### config.mk
export PLATFORM = sky130hd
export DESIGN_NAME = gpio_irq_bank
export DESIGN_NICKNAME = d
export VERILOG_FILES = /design/src/rtl/gpio_bank_pkg.sv /design/src/rtl/gpio_sync_edge.sv /design/src/rtl/gpio_blink_gen.sv /design/src/rtl/gpio_irq_group.sv /design/src/rtl/gpio_irq_bank.sv
export SDC_FILE = /design/constraint.sdc
export NUM_CORES = 1
export LEC_CHECK = 0
export BUFFER_PORTS_ARGS = -buffer_cell sky130_fd_sc_hd__clkbuf_2
export CORE_ASPECT_RATIO = 1.2
export CORE_MARGIN = 1
export CORE_UTILIZATION = 53
export DETAILED_ROUTE_END_ITERATION = 8
export PLACE_DENSITY = 0.7
export SLEW_MARGIN = 20
export SYNTH_ARGS = -nofsm -noshare
export SYNTH_HDL_FRONTEND = slang
export SYNTH_SLANG_ARGS = --single-unit
### constraint.sdc
create_clock -name clk -period 2.9 [get_ports clk]
set_clock_uncertainty 0.05 [all_clocks]
set_input_delay 0.29 -clock clk [delete_from_list [all_inputs] [get_ports clk]]
set_output_delay 0.29 -clock clk [all_outputs]
set_load 0.05 [all_outputs]
### src/rtl/gpio_bank_pkg.sv
package gpio_bank_pkg;

    // Register offsets (byte addresses)
    localparam logic [7:0] OFS_OUT    = 8'h00;
    localparam logic [7:0] OFS_DIR    = 8'h04;
    localparam logic [7:0] OFS_BLINK  = 8'h08;
    localparam logic [7:0] OFS_POL    = 8'h0C;
    localparam logic [7:0] OFS_DIN    = 8'h10;
    localparam logic [7:0] OFS_CAUSE  = 8'h14;
    localparam logic [7:0] OFS_EMASK0 = 8'h18;
    localparam logic [7:0] OFS_LMASK0 = 8'h1C;
    localparam logic [7:0] OFS_EMASK1 = 8'h30;
    localparam logic [7:0] OFS_LMASK1 = 8'h34;

endpackage

### src/rtl/gpio_sync_edge.sv
module gpio_sync_edge #(
    parameter int unsigned WIDTH = 32
) (
    input  logic             clk,
    input  logic             rst_n,
    input  logic [WIDTH-1:0] pin_in,
    input  logic [WIDTH-1:0] polarity,
    output logic [WIDTH-1:0] level_o,
    output logic [WIDTH-1:0] rise_o
);

    typedef struct packed {
        logic [WIDTH-1:0] meta;
        logic [WIDTH-1:0] stable;
        logic [WIDTH-1:0] last;
    } sync_t;

    sync_t s_d, s_q;

    always_comb begin
        s_d        = s_q;
        s_d.meta   = pin_in;
        s_d.stable = s_q.meta;
        s_d.last   = s_q.stable ^ polarity;
    end

    always_ff @(posedge clk or negedge rst_n) begin
        if (!rst_n) s_q <= '0;
        else        s_q <= s_d;
    end

    assign level_o = s_q.stable ^ polarity;
    assign rise_o  = level_o & ~s_q.last;

endmodule

### src/rtl/gpio_blink_gen.sv
module gpio_blink_gen #(
    parameter int unsigned HALF_PERIOD = 1000000
) (
    input  logic clk,
    input  logic rst_n,
    output logic phase_o
);

    localparam int unsigned CNT_W = $clog2(HALF_PERIOD + 1);
    localparam logic [CNT_W-1:0] LAST = CNT_W'(HALF_PERIOD - 1);

    typedef struct packed {
        logic [CNT_W-1:0] cnt;
        logic             phase;
    } blink_t;

    blink_t b_d, b_q;

    always_comb begin
        b_d = b_q;
        if (b_q.cnt == LAST) begin
            b_d.cnt   = '0;
            b_d.phase = ~b_q.phase;
        end else begin
            b_d.cnt = b_q.cnt + 1'b1;
        end
    end

    always_ff @(posedge clk or negedge rst_n) begin
        if (!rst_n) b_q <= '0;
        else        b_q <= b_d;
    end

    assign phase_o = b_q.phase;

endmodule

### src/rtl/gpio_irq_group.sv
module gpio_irq_group #(
    parameter int unsigned LINES = 32,
    parameter int unsigned GROUP = 8,
    localparam int unsigned NG   = LINES / GROUP
) (
    input  logic [LINES-1:0] level_i,
    input  logic [LINES-1:0] cause_i,
    input  logic [LINES-1:0] emask_i,
    input  logic [LINES-1:0] lmask_i,
    output logic [NG-1:0]    irq_o
);

    logic [LINES-1:0] pending;

    assign pending = (level_i & lmask_i) | (cause_i & emask_i);

    for (genvar g = 0; g < NG; g++) begin : g_grp
        assign irq_o[g] = |pending[g*GROUP +: GROUP];
    end

endmodule

### src/rtl/gpio_irq_bank.sv
module gpio_irq_bank
    import gpio_bank_pkg::*;
#(
    parameter int unsigned LINES      = 32,
    parameter int unsigned GROUP      = 8,
    parameter int unsigned ADDR_W     = 8,
    parameter int unsigned BLINK_HALF = 1000000,
    parameter bit          DUAL_CPU   = 1'b1,
    localparam int unsigned NG        = LINES / GROUP
) (
    input  logic              clk,
    input  logic              rst_n,
    input  logic [ADDR_W-1:0] reg_addr,
    input  logic              reg_we,
    input  logic [LINES-1:0]  reg_wdata,
    output logic [LINES-1:0]  reg_rdata,
    input  logic [LINES-1:0]  pin_in,
    output logic [LINES-1:0]  pin_out,
    output logic [LINES-1:0]  pin_oe,
    output logic [NG-1:0]     irq_cpu0,
    output logic [NG-1:0]     irq_cpu1
);

    localparam int unsigned NCPU = DUAL_CPU ? 2 : 1;

    typedef struct packed {
        logic [LINES-1:0]           out;
        logic [LINES-1:0]           dir;
        logic [LINES-1:0]           blink;
        logic [LINES-1:0]           pol;
        logic [LINES-1:0]           cause;
        logic [NCPU-1:0][LINES-1:0] emask;
        logic [NCPU-1:0][LINES-1:0] lmask;
    } bank_t;

    bank_t st_d, st_q;

    logic [LINES-1:0] din_pol;
    logic [LINES-1:0] edge_now;
    logic [LINES-1:0] cause_now;
    logic [LINES-1:0] blink_now;
    logic [LINES-1:0] em_c0, lm_c0, em_c1, lm_c1;
    logic [LINES-1:0] clr_keep;
    logic             phase;
    logic [NCPU-1:0][NG-1:0] irq_all;

    gpio_sync_edge #(.WIDTH(LINES)) u_sync (
        .clk      (clk),
        .rst_n    (rst_n),
        .pin_in   (pin_in),
        .polarity (st_q.pol),
        .level_o  (din_pol),
        .rise_o   (edge_now)
    );

    gpio_blink_gen #(.HALF_PERIOD(BLINK_HALF)) u_blink (
        .clk     (clk),
        .rst_n   (rst_n),
        .phase_o (phase)
    );

    // Next-state: register writes and edge-cause latching
    always_comb begin
        st_d = st_q;
        if (reg_we) begin
            case (reg_addr)
                ADDR_W'(OFS_OUT):    st_d.out      = reg_wdata;
                ADDR_W'(OFS_DIR):    st_d.dir      = reg_wdata;
                ADDR_W'(OFS_BLINK):  st_d.blink    = reg_wdata;
                ADDR_W'(OFS_POL):    st_d.pol      = reg_wdata;
                ADDR_W'(OFS_EMASK0): st_d.emask[0] = reg_wdata;
                ADDR_W'(OFS_LMASK0): st_d.lmask[0] = reg_wdata;
                ADDR_W'(OFS_EMASK1): if (NCPU > 1) st_d.emask[NCPU-1] = reg_wdata;
                ADDR_W'(OFS_LMASK1): if (NCPU > 1) st_d.lmask[NCPU-1] = reg_wdata;
                default: ;
            endcase
        end
        clr_keep = (reg_we && reg_addr == ADDR_W'(OFS_CAUSE)) ? reg_wdata : '1;
        // New edges are ORed after the clear, so they win a collision
        st_d.cause = (st_q.cause & clr_keep) | edge_now;
    end

    always_ff @(posedge clk or negedge rst_n) begin
        if (!rst_n) st_q <= '0;
        else        st_q <= st_d;
    end

    // Read mux
    always_comb begin
        case (reg_addr)
            ADDR_W'(OFS_OUT):    reg_rdata = st_q.out;
            ADDR_W'(OFS_DIR):    reg_rdata = st_q.dir;
            ADDR_W'(OFS_BLINK):  reg_rdata = st_q.blink;
            ADDR_W'(OFS_POL):    reg_rdata = st_q.pol;
            ADDR_W'(OFS_DIN):    reg_rdata = din_pol;
            ADDR_W'(OFS_CAUSE):  reg_rdata = st_q.cause;
            ADDR_W'(OFS_EMASK0): reg_rdata = st_q.emask[0];
            ADDR_W'(OFS_LMASK0): reg_rdata = st_q.lmask[0];
            ADDR_W'(OFS_EMASK1): reg_rdata = em_c1;
            ADDR_W'(OFS_LMASK1): reg_rdata = lm_c1;
            default:             reg_rdata = '0;
        endcase
    end

    assign cause_now = st_q.cause;
    assign blink_now = st_q.blink;
    assign em_c0     = st_q.emask[0];
    assign lm_c0     = st_q.lmask[0];
    assign em_c1     = (NCPU > 1) ? st_q.emask[NCPU-1] : '0;
    assign lm_c1     = (NCPU > 1) ? st_q.lmask[NCPU-1] : '0;

    assign pin_oe  = ~st_q.dir;
    assign pin_out = st_q.out ^ (blink_now & {LINES{phase}});

    for (genvar c = 0; c < NCPU; c++) begin : g_cpu
        gpio_irq_group #(.LINES(LINES), .GROUP(GROUP)) u_grp (
            .level_i (din_pol),
            .cause_i (cause_now),
            .emask_i (st_q.emask[c]),
            .lmask_i (st_q.lmask[c]),
            .irq_o   (irq_all[c])
        );
    end

    assign irq_cpu0 = irq_all[0];

    if (NCPU > 1) begin : g_irq1
        assign irq_cpu1 = irq_all[NCPU-1];
    end else begin : g_irq1_off
        assign irq_cpu1 = '0;
    end

endmodule

* Word level (Yosys, flattened, before mapping)
Index checks and enable logic that the tools add are counted.
** Word-level totals
- Logic and storage cells :: 61
- Bits of input ports :: 75
- Output and inout port bits :: 104
- Register bits after elaboration :: 405
** Cells by class
- Equality and inequality tests :: 10
- Add/subtract/negate cells :: 1
- Bitwise logic cells :: 15
- Multiplexer cells :: 3
- Reduce and logical (&&, ||, !) cells :: 18
** Operators with widths (number)
- $pmux 32 s10 :: 1
- $and 32x32->32 :: 7
- $or 32x32->32 :: 3
- $not 32->32 :: 2
- $reduce_or 8->1 :: 8
- $xor 32x32->32 :: 2
- $eq 8x5->1 const B :: 4
- $mux 32 :: 1
- $add 20x1->20 const B :: 1
- $eq 20x20->1 const B :: 1
- $mux 20 :: 1
- $eq 8x4->1 const B :: 2
- $eq 8x6->1 const B :: 2
- $reduce_and 2->1 :: 8
- $eq 8x3->1 const B :: 1
- $logic_not 8->1 :: 1
- $logic_and 1x1->1 :: 1
- $not 1->1 :: 1

* Longest topological paths before layout
Gate-level depths: netlist (run 1).
- Depth in word-level cells :: 5
- Mapped depth :: 7
- Depth with buffers taken out :: 5

* Cells and area by module
From an unflattened synthesis (run 1), not the netlist that was laid out.
** Second synthesis, totals
- Cells, all modules :: 1456
- Area, all modules :: 19042.0 µm²
** By module, submodules not included
- gpio_irq_bank :: area each 13989.7 µm², cells each 1097, instances 1
- gpio_sync_edge :: area each 3203.1 µm², cells each 192, instances 1
- gpio_blink_gen :: area each 1038.5 µm², cells each 95, instances 1
- gpio_irq_group :: area each 405.4 µm², cells each 36, instances 2

* Least setup slack after synthesis (run 1)
OpenSTA, ideal clock, no wires.
- Kind :: input port to output port
- Start point :: input port reg_addr[3]
- End point :: output port reg_rdata[13]
- Data required time :: 2560 ps
- Data arrival time :: 2508 ps
- Buffers on the path :: 3
- Slack :: 52 ps
- Stages :: 6
- Cell sequence :: buf_2 nor4bb_1 buf_2 clkbuf_1 a222oi_1 o21ai_0
** On the way
- Word-level cells in the longest chain between the ends :: 2
- Elaborated cells on any way between the ends :: 11
- Those cells by class :: eq/ne: 9; mux: 1; reduce/logical: 1
** RTL lines
- start: declaration :: RTL line gpio_irq_bank.sv:13 : input logic [ADDR_W-1:0] reg_addr,
- $eq 8x6->1 (tied with other cells) :: RTL line gpio_irq_bank.sv:90 : case (reg_addr)
- $pmux 32 s10 (*) :: RTL line gpio_irq_bank.sv:90
- end: declaration :: RTL line gpio_irq_bank.sv:16 : output logic [LINES-1:0] reg_rdata,
Every way passes the cells marked *; elsewhere a longest branch is shown, timed or not.

* Worst setup path after layout (run 1)
- Start point :: register st_q[173] (netlist name)
- End point :: output port irq_cpu0[1]
** On the way
- Word-level cells in the longest chain between the ends :: 4
** RTL lines
- start: declaration :: RTL line gpio_irq_bank.sv:36 : bank_t st_d, st_q;
- start signal: assignment :: RTL line gpio_irq_bank.sv:85 : else st_q <= st_d;
- $xor 32x32->32 :: RTL line gpio_sync_edge.sv:32 : assign level_o = s_q.stable ^ polarity;
- via din_pol[13] :: RTL line gpio_irq_bank.sv:38 : logic [LINES-1:0] din_pol;
- $and 32x32->32 :: RTL line gpio_irq_group.sv:15 : assign pending = (level_i & lmask_i) | (cause_i & emask_i);
- $or 32x32->32 :: RTL line gpio_irq_group.sv:15
- $reduce_or 8->1 :: RTL line gpio_irq_group.sv:18 : assign irq_o[g] = |pending[g*GROUP +: GROUP];
- end: declaration :: RTL line gpio_irq_bank.sv:20 : output logic [NG-1:0] irq_cpu0,
The timed path passes the listed nets, and every way through them passes these cells.

==> flow_metrics.tcl, run 1 <==
set metrics [dict create \
    die-area_um2 35800 \
    syn-cell-area_um2 18500 \
    p_int_mw 9.64 \
    dr.first_iter.drc_count 1662 \
    power.share.sequential_pct 47.2 \
    r2r-end "u_blink.b_q[17]" \
    dieHeight_um 207 \
    dp_hpwl_mm 39.8 \
    met1_usage_pct 42.4 \
    core_um2 34300 \
    maxCapViolations 0 \
    crit_path_max_incr_delay_ps 420 \
    arrival_ps 2380 \
    numCtsBuffers 42 \
    insertion_delay_ps 550 \
    layout_setup_ws_ps 178 \
    status "completed" \
    switching_share_pct 25.8 \
    fin_cells 2213 \
    cpMaxStageDelayCell "dfrtp_1" \
    hold_path_depth 2 \
    grt_pass1_wl_mm 87.1 \
    ir_drop_mv 0.522 \
    grt.met2_usage_pct 52.7 \
    r2r_setup_slack_ps 880 \
    synth-async-reset-ratio_pct 100 \
    finalNetCount 1803 \
    ys_warn_count 0 \
    start_util_pct 54.1 \
    period_minus_slack_ps 2720 \
    cts_buffer_depth 3 \
    hold-worst-slack_ps 55.7 \
    place_congestion 0.977 \
    io_buffers 178 \
    synth_nets 1552 \
    track_usage_pct 32.6 \
    h-tree-depth 2 \
    slew_headroom_pct 50.2 \
    crit_type "reg2out" \
    ys_seq_area_share_pct 54.6 \
    root_buffer "clkbuf_16" \
    top_usage_layer "met2" \
    antenna_found_initial 2 \
    grt_overflow 0 \
    ios 179 \
    finalHoldViolCount 0 \
    clkTransAtPathRegs_ps 60 \
    area_growth_pct 21.4 \
    min_from "reg_wdata[6]" \
    r2r-start "u_blink.b_q[1]" \
    worst_pin_slew_ps 747 \
    fp.dieW_um 173 \
    remaining_drc_errors 0 \
    synth_edf_count 0 \
    avgSynthCellArea_um2 12.6 \
    dr.pass1.iters 5 \
    avgViaCountPerCell 6.26 \
    yosysUniqueCellTypes 64 \
    fin_setup_tns_ps 0 \
    rsz0062_at_grt "false" \
    clock_power_share_pct 41.8 \
    period_share_pct 93.9 \
    r2r_cells 5 \
    crit_chain "xor2_1 > a22o_1 > a221oi_1 > nand3_1 > clkbuf_2" \
    p_leak_nw 10.6 \
    grt_pass1_vias 14200 \
    wl_mm 57.1 \
    ys_seq_elements 405 \
    use_met3_pct 5.79 \
    p_sw_mw 3.35 \
    drive_gt1_share_pct 33.9 \
    cts_tree "done" \
    synthFlopType "dfrtp_1" \
    grt_max_degree 96 \
    dp_cells 2106 \
    critPathLaunchType "flip-flop" \
    detail-route-antenna-nets 0 \
    ctsResizeCount 0 \
    post_drt_wl_per_cell_um 25.8 \
    cp_max_fo 5 \
    cts_sinks 405 \
    dp_slack_ps 326 \
    worst_hold_path_type "in2reg" \
    max_freq_mhz 367 \
    cellPowerDensity_nw_per_um2 577 \
    post_cts_buffers 0 \
    fillerInstances 2616 \
    vias 13800 \
    core.rowCount 74 \
    setup-violations-final 0 \
    pwr-share-comb_pct 11.0 \
    min_to "st_q[262]" \
    end_kind "primary output" \
    slew_violations 0 \
    netlist_instances 1476 \
    critical_path_required_ps 2560 \
]
## cells by family (layout without fill, tap and decap cells)
group                      after synthesis  in the layout  synth area share, %
DFF                                    405            405                 54.6
muxes                                  325            325                 19.6
AOI/OAI and AO/OA                      303            303                 11.5
and+or+nand+nor                        210            210                 6.58
buffers and inverters                  154            433                 3.92
xor gates and xnor gates                78             78                 3.68
adders and majority gates                1              1               0.0674
other                                    0              2                    0
## state kept, by name (all words and copies together), names as in the netlist
register and count:
u_blink.phase_o 1, em_c0 32, lm_c0 32, st_q 96, cause_now 32, u_sync.s_q 64
em_c1 32, blink_now 32, u_blink.b_q 20, u_sync.s_d 32, lm_c1 32
## power groups by stage
stage                     Sequential, mW  Combinational, mW  Clock (mW)
after floorplan                     6.13              0.854           0
after global placement              6.21               1.37           0
after detailed placement            6.22               1.39           0
after CTS                           6.12               1.43        5.51
after global routing                6.14               1.52        5.71
final                               6.13               1.43        5.44
## synth_stat cells (14+ instances only)
cell type | count | area [um2]
a221oi_1 | 24 | 210
a22o_1 | 43 | 377
a22oi_1 | 70 | 526
and3_1 | 15 | 93.8
buf_2 | 26 | 130
clkbuf_1 | 29 | 109
dfrtp_1 | 405 | 10100
inv_1 | 76 | 285
mux2_1 | 18 | 203
mux2_2 | 254 | 2860
mux2i_1 | 50 | 500
nand2_1 | 60 | 225
nand3_1 | 38 | 190
nor2_1 | 20 | 75.1
nor3_1 | 14 | 70.1
o21ai_0 | 89 | 445
o22ai_1 | 24 | 150
xnor2_1 | 41 | 359
xor2_1 | 37 | 324
## cell type report
type / instances / area [um2] / share of cell area (%)
Clock inverter: 10 / 128 / 0.567
Tap cell: 456 / 571 / 2.53
Timing Repair Buffer: 285 / 2420 / 10.7
Inverter: 76 / 285 / 1.27
Antenna cell: 2 / 5.00 / 0.0222
Sequential cell: 405 / 10100 / 45.0
Clock buffer: 62 / 1250 / 5.55
Multi-Input combinational cell: 917 / 7730 / 34.3
## critical path, delay by kind of cell (launching register included)
| family | cells | cell delay [ps] |
|---|---|---|
| flops | 1 | 420 |
| simple gates | 1 | 170 |
| compound gates | 2 | 740 |
| buf+inv | 1 | 270 |
| xor+xnor | 1 | 240 |
## routing by layer
metal / part of all wire, % / vias to the layer above
li1: - / 5925
met1: 39 / 7007
met2: 47 / 733
met3: 8.1 / 178
met4: 5.7 / 0
met5: 0 / -
## through the flow
stage	power [mW]	utilization (%)	cell area, um2
after global routing	13.4	65.7	22500
final	13.0	65.7	22500
after floorplan	6.98	-	18500
after detailed placement	7.60	60.7	20800
after CTS	13.1	65.7	22500
after global placement	7.58	60.7	20800
## cells in the final DEF (no fill, tap or decap), types with 36 or more instances in the layout
cell type  instances
buf_4             62
dfrtp_1          405
a22oi_1           70
a22o_1            43
clkbuf_16         45
xor2_1            37
nand3_1           36
xnor2_1           41
o21ai_0           89
nand2_1           60
mux2_2           254
inv_1             76
mux2i_1           50
buf_12            44
clkbuf_2         145
## timing repair
| item | in CTS | in global routing |
|---|---|---|
| endpoints found under the setup margin | 0 | 0 |
| hold endpoints to repair | 83 | 0 |
| hold buffers | 33 | 0 |
## how the worst max path moves through the flow
| stage | cells after the start | endpoint | start | slack (ps) |
|---|---|---|---|---|
| final | 5 | irq_cpu0[1] | st_q[173] | 180 |
| after global routing | 5 | irq_cpu0[1] | st_q[173] | 130 |
| after CTS | 5 | irq_cpu0[1] | st_q[173] | 190 |
| after detailed placement | 8 | reg_rdata[2] | reg_addr[5] | 330 |
| after global placement | 7 | reg_rdata[26] | reg_addr[1] | 370 |
| after floorplan | 6 | reg_rdata[13] | reg_addr[3] | 50 |
Note: power is estimated with default switching activity, not from simulation.
==> inputs of run 2 (changes only) <==
--- a/config.mk
+++ b/config.mk
@@ -6,11 +6,12 @@
 export NUM_CORES = 1
 export LEC_CHECK = 0
 export BUFFER_PORTS_ARGS = -buffer_cell sky130_fd_sc_hd__clkbuf_2
-export CORE_ASPECT_RATIO = 1.2
+export CORE_ASPECT_RATIO = 1.25
 export CORE_MARGIN = 1
 export CORE_UTILIZATION = 53
 export DETAILED_ROUTE_END_ITERATION = 8
 export PLACE_DENSITY = 0.7
+export REMOVE_ABC_BUFFERS = 1
 export SLEW_MARGIN = 20
 export SYNTH_ARGS = -nofsm -noshare
 export SYNTH_HDL_FRONTEND = slang
==> run 2 against run 1 <==
  * Sequential share of layout area is 0.052 points lower
  * Clock-buffer cell count is 5 lower
  * Clock power is 3% higher
  * Largest power group unchanged
  * Maximum frequency is 0.83% higher
  * Critical endpoint is now reg_rdata[17]
  * Non-clock buffer count is 1 higher
  * Critical path type is now in2out
  * Cell area is 0.12% higher
  * Die area hardly changed
==> flow_metrics.tcl, run 2 (synthesis gave the netlist of run 1 again) <==
set metrics [dict create \
    detail-route-antenna-nets 0 \
    root_buffer "clkbuf_16" \
    p_leak_nw 10.6 \
    fin_total_pwr_mw 13.1 \
    cpLargestDelayFamily "simple AND/OR/NAND/NOR gates" \
    ios 179 \
    biggestRegsByFlops "st_q (96), u_sync.s_q (64)" \
    core_um2 34400 \
    hold-worst-slack_ps 52.6 \
    crit_path_max_incr_delay_ps 590 \
    critical_path_required_ps 2560 \
    grt_max_degree 104 \
    numCtsBuffers 41 \
    cts_tree "done" \
    worst_hold_path_type "in2reg" \
    final_core_util_pct 65.5 \
    layout_setup_ws_ps 200 \
    switching_share_pct 25.6 \
    dp_slack_ps 286 \
    vias 13800 \
    r2r_cells 5 \
    final_common_cell "dfrtp_1" \
    drive_gt1_share_pct 34.2 \
    hold_path_depth 2 \
    clock_power_share_pct 42.7 \
    dieHeight_um 211 \
    core.rowCount 76 \
    pwr-share-comb_pct 10.8 \
    dp_hpwl_mm 38.0 \
    remaining_drc_errors 0 \
    post_cts_buffers 0 \
    h-tree-depth 2 \
    grt_overflow 0 \
    power.share.sequential_pct 46.5 \
    p_sw_mw 3.37 \
    start_util_pct 53.9 \
    cellPowerDensity_nw_per_um2 583 \
    slew_violations 0 \
    dp_cells 2119 \
    io_buffers 178 \
    die-area_um2 35800 \
    slew_headroom_pct 49.7 \
    insertion_delay_ps 550 \
    clkTransAtPathRegs_ps 60 \
    period_minus_slack_ps 2700 \
    arrival_ps 2360 \
    setup-violations-final 0 \
    max_freq_mhz 370 \
    end_kind "primary output" \
    cp_max_fo 10 \
    dr.pass1.iters 6 \
    rsz0062_at_grt "false" \
    status "completed" \
    cp.buffers_inverters 3 \
    largest_reg_flops 96 \
    crit_chain "clkbuf_2 > nor4_1 > buf_4 > and2_1 > a22oi_1 > nand4_1 > buf_12" \
    grt_pass1_vias 14100 \
    period_share_pct 93.1 \
    min_from "reg_wdata[4]" \
    maxCapViolations 0 \
    cts_buffer_depth 3 \
    r2r_setup_slack_ps 890 \
    cpMaxStageDelayCell "and2_1" \
    cts_sinks 405 \
    ir_drop_mv 0.451 \
    track_usage_pct 31.4 \
    layout_common_cells "405 x dfrtp_1, 254 x mux2_2, 145 x clkbuf_2, 89 x o21ai_0, 76 x inv_1" \
    p_int_mw 9.77 \
    fp.dieW_um 169 \
    worst_pin_slew_ps 754 \
    area_growth_pct 21.6 \
    r2r-start "u_blink.b_q[1]" \
    post_drt_wl_per_cell_um 24.9 \
    finalNetCount 1803 \
    antenna_found_initial 2 \
    crit_type "in2out" \
    wl_mm 55.5 \
    finalHoldViolCount 0 \
    min_to "st_q[228]" \
    avgViaCountPerCell 6.20 \
    critPathLaunchType "input port" \
    r2r-end "u_blink.b_q[17]" \
    dr.first_iter.drc_count 1190 \
    grt_pass1_wl_mm 83.7 \
    place_congestion 0.938 \
    fin_cells 2229 \
    top_register "st_q" \
]
==> run 2: changes by cell type in the layout (fill, tap and decap cells not counted), sizes merged <==
cell	before	now
buf	107	108
bufinv	3	5
clkbuf	207	202
clkinv	6	10
inv	76	78
==> run 2: stage by stage <==
step                      instance area (um2)  setup TNS (ps)
after floorplan                         18100          -80900
after global placement                  20800               0
after detailed placement                20800               0
after CTS                               22500               0
after global routing                    22500               0
final                                   22500               0
==> run 2: metal layers <==
layer | global-route usage (%) | routed length [um]
met1 | 40.2 | 21700
met2 | 50.4 | 26400
met3 | 6.24 | 4360
met4 | 16.4 | 2950
met5 | 0 | 0
==> run 2: final cells by class <==
cell class,count,area (um2)
fill,2662,11900
sequential,405,10100
multi-input combinational,917,7720
timing repair buffer,286,2370
clock buffer,57,1210
tap,468,586
inverter,76,285
clock inverter,18,233
antenna,2,5.00
==> run 2: worst max path at each step <==
stage	from	end	slack (ps)	cells past startpoint
after floorplan	reg_addr[3]	lm_c0[13]	-1150	3
after global placement	reg_addr[7]	reg_rdata[17]	340	7
after detailed placement	reg_addr[4]	lm_c1[4]	290	8
after CTS	st_q[173]	reg_rdata[13]	250	6
after global routing	st_q[173]	reg_rdata[13]	170	6
final	reg_addr[7]	reg_rdata[17]	200	7
==> run 2: power groups by stage <==
stage / Combinational (mW) / Sequential [mW] / Clock (mW)
finish: 1.42 / 6.11 / 5.61
global route: 1.51 / 6.13 / 5.90
CTS: 1.42 / 6.10 / 5.68
detailed placement: 1.38 / 6.21 / 0
global placement: 1.36 / 6.20 / 0
floorplan: 0.796 / 6.13 / 0
==> run 2: what timing repair did <==
item / in CTS / in global routing
endpoints found under the hold margin: 87 / 0
resized for setup: 0 / 0
hold buffers: 33 / 0
==> inputs of run 3 (changes only) <==
--- a/config.mk
+++ b/config.mk
@@ -5,12 +5,15 @@
 export SDC_FILE = /design/constraint.sdc
 export NUM_CORES = 1
 export LEC_CHECK = 0
+export ABC_CLOCK_PERIOD_IN_PS = 2900
 export BUFFER_PORTS_ARGS = -buffer_cell sky130_fd_sc_hd__clkbuf_2
+export CELL_PAD_IN_SITES_DETAIL_PLACEMENT = 1
+export CELL_PAD_IN_SITES_GLOBAL_PLACEMENT = 1
 export CORE_ASPECT_RATIO = 1.25
 export CORE_MARGIN = 1
-export CORE_UTILIZATION = 53
+export CORE_UTILIZATION = 52
 export DETAILED_ROUTE_END_ITERATION = 8
-export PLACE_DENSITY = 0.7
+export PLACE_DENSITY = 0.82
 export REMOVE_ABC_BUFFERS = 1
 export SLEW_MARGIN = 20
 export SYNTH_ARGS = -nofsm -noshare
==> run 3 against run 2 <==
  * First-iteration DRC count is 7.5% higher
  * Critical path depth rose by 1
  * Register-to-register slack got worse by 60 ps
  * Via count is 6.1% higher
  * Setup slack lost 130 ps
  * Maximum frequency is 4.5% lower
  * Die area is 1.9% higher
  * Non-clock buffer count is 3 higher
  * Cell count grew 0.54%
  * Largest power group unchanged
==> flow_metrics.tcl, run 3 (synthesis gave the netlist of run 1 again) <==
set metrics [dict create \
    finalNetCount 1806 \
    finalHoldViolCount 0 \
    h-tree-depth 2 \
    track_usage_pct 38.4 \
    detail-route-antenna-nets 0 \
    worst_pin_slew_ps 878 \
    wl_met3_mm 5.42 \
    crit_path_max_incr_delay_ps 580 \
    final_core_util_pct 64.0 \
    crit_type "in2out" \
    ios 179 \
    numCtsBuffers 41 \
    hold_path_depth 2 \
    cts_buffer_depth 3 \
    highest_layer "met5" \
    wl_met2_mm 32.9 \
    cpMaxStageDelayCell "or4_1" \
    insertion_delay_ps 570 \
    final_common_cell "dfrtp_1" \
    core_um2 35300 \
    dr.first_iter.drc_count 1279 \
    dp_slack_ps 174 \
    dp_hpwl_mm 43.3 \
    grt_max_degree 86 \
    place_congestion 0.938 \
    clock_power_share_pct 43.1 \
    maxCapViolations 0 \
    period_minus_slack_ps 2830 \
    top_register "st_q" \
    post_drt_wl_per_cell_um 30.4 \
    die-area_um2 36400 \
    root_buffer "clkbuf_16" \
    cellPowerDensity_nw_per_um2 594 \
    grt_overflow 0 \
    status "completed" \
    slew_violations 0 \
    rsz0062_at_grt "false" \
    setup-violations-final 0 \
    critical_path_required_ps 2560 \
    end_kind "primary output" \
    pwr-share-comb_pct 11.2 \
    cp_max_fo 13 \
    max_freq_mhz 354 \
    cpLargestDelayFamily "simple AND/OR/NAND/NOR gates" \
    wl_met1_mm 24.5 \
    avgViaCountPerCell 6.54 \
    arrival_ps 2490 \
    post_cts_buffers 0 \
    dr.pass1.iters 5 \
    p_int_mw 9.80 \
    layout_setup_ws_ps 72.4 \
    cts_sinks 405 \
    layout_common_cells "404 x dfrtp_1, 254 x mux2_2, 145 x clkbuf_2, 89 x o21ai_0, 76 x inv_1" \
    drive_gt1_share_pct 34.3 \
    biggestRegsByFlops "st_q (96), u_sync.s_q (64)" \
    p_sw_mw 3.61 \
    start_util_pct 52.6 \
    period_share_pct 97.5 \
    grt_pass1_wl_mm 102 \
    switching_share_pct 26.9 \
    clkTransAtPathRegs_ps 60 \
    grt_pass1_vias 16400 \
    antenna_found_initial 7 \
    core.rowCount 77 \
    cts_tree "done" \
    ir_drop_mv 0.526 \
    worst_hold_path_type "in2reg" \
    fp.dieW_um 171 \
    wl_mm 68.0 \
    remaining_drc_errors 0 \
    dieHeight_um 213 \
    p_leak_nw 10.6 \
    largest_reg_flops 96 \
    area_growth_pct 21.7 \
    cp.buffers_inverters 4 \
    power.share.sequential_pct 45.7 \
    io_buffers 178 \
    crit_chain "clkbuf_2 > buf_4 > or4_1 > buf_4 > nor2_1 > a32oi_1 > o2111ai_1 > buf_12" \
    r2r_cells 5 \
    slew_headroom_pct 41.5 \
    cp_common_cell "buf_4" \
    vias 14700 \
    critPathLaunchType "input port" \
    cp.depth 8 \
]
-- run 3: changes by cell type in the layout (fill, tap and decap cells not counted), moves of 2 or more --
cell,before,now
buf_4,67,72
clkbuf_1,6,8
clkinv_2,8,6
diode_2,2,5
buf_12,40,38
-- run 3: final cells by class --
cell class,count,area [um2]
Clock inverter,15,214
Sequential cell,405,10100
Antenna cell,5,12.5
Timing Repair Buffer,289,2370
Clock buffer,60,1230
Inverter,76,285
Tap cell,474,593
Multi-Input combinational cell,917,7730
Fill cell,3474,12700
-- run 3: stage by stage --
stage | hold slack [ps] | instances | power [mW] | area [um2] | setup TNS (ps)
after CTS | 39.8 | 2236 | 13.4 | 22600 | 0
after global placement | 217 | 2128 | 7.56 | 20800 | 0
after detailed placement | 227 | 2128 | 7.63 | 20800 | 0
after floorplan | -55.6 | 1398 | 6.93 | 18100 | -80900
after global routing | 59.6 | 2239 | 13.7 | 22600 | 0
final | 47.2 | 2241 | 13.4 | 22600 | 0
-- run 3: path summary, 6_finish.rpt --
path / start / end / slack (ps)
worst max-delay path: reg_addr[3] / reg_rdata[5] / 70
worst min-delay path: reg_wdata[2] / st_q[258] / 50
worst max register to register: u_blink.b_q[1] / u_blink.b_q[19] / 830
worst min register to register: u_sync.s_d[40] / u_sync.s_q[40] / 290
max in group asynchronous: rst_n / st_q[240] / 1660
min in group asynchronous: rst_n / u_sync.s_q[24] / 200
-- run 3: power groups by stage --
| stage | clock (mW) | combinational, mW | sequential (mW) |
|---|---|---|---|
| after floorplan | 0 | 0.796 | 6.13 |
| after global placement | 0 | 1.36 | 6.19 |
| after detailed placement | 0 | 1.41 | 6.22 |
| after CTS | 5.83 | 1.48 | 6.12 |
| after global routing | 6.02 | 1.57 | 6.15 |
| final | 5.78 | 1.50 | 6.13 |
-- run 3: repair_timing --
| item | in CTS | in global routing |
|---|---|---|
| hold buffers | 33 | 0 |
| setup endpoints to repair | 0 | 4 |
| hold endpoints to repair | 84 | 0 |
| resized for setup | 0 | 2 |
-- run 3: layer usage --
| metal | vias to the layer above | global-route usage, % |
|---|---|---|
| met2 | 826 | 61.8 |
| li1 | 5942 | - |
| met1 | 7530 | 44.7 |
| met3 | 354 | 9.18 |
| met5 | - | 0 |
| met4 | 2 | 28.7 |
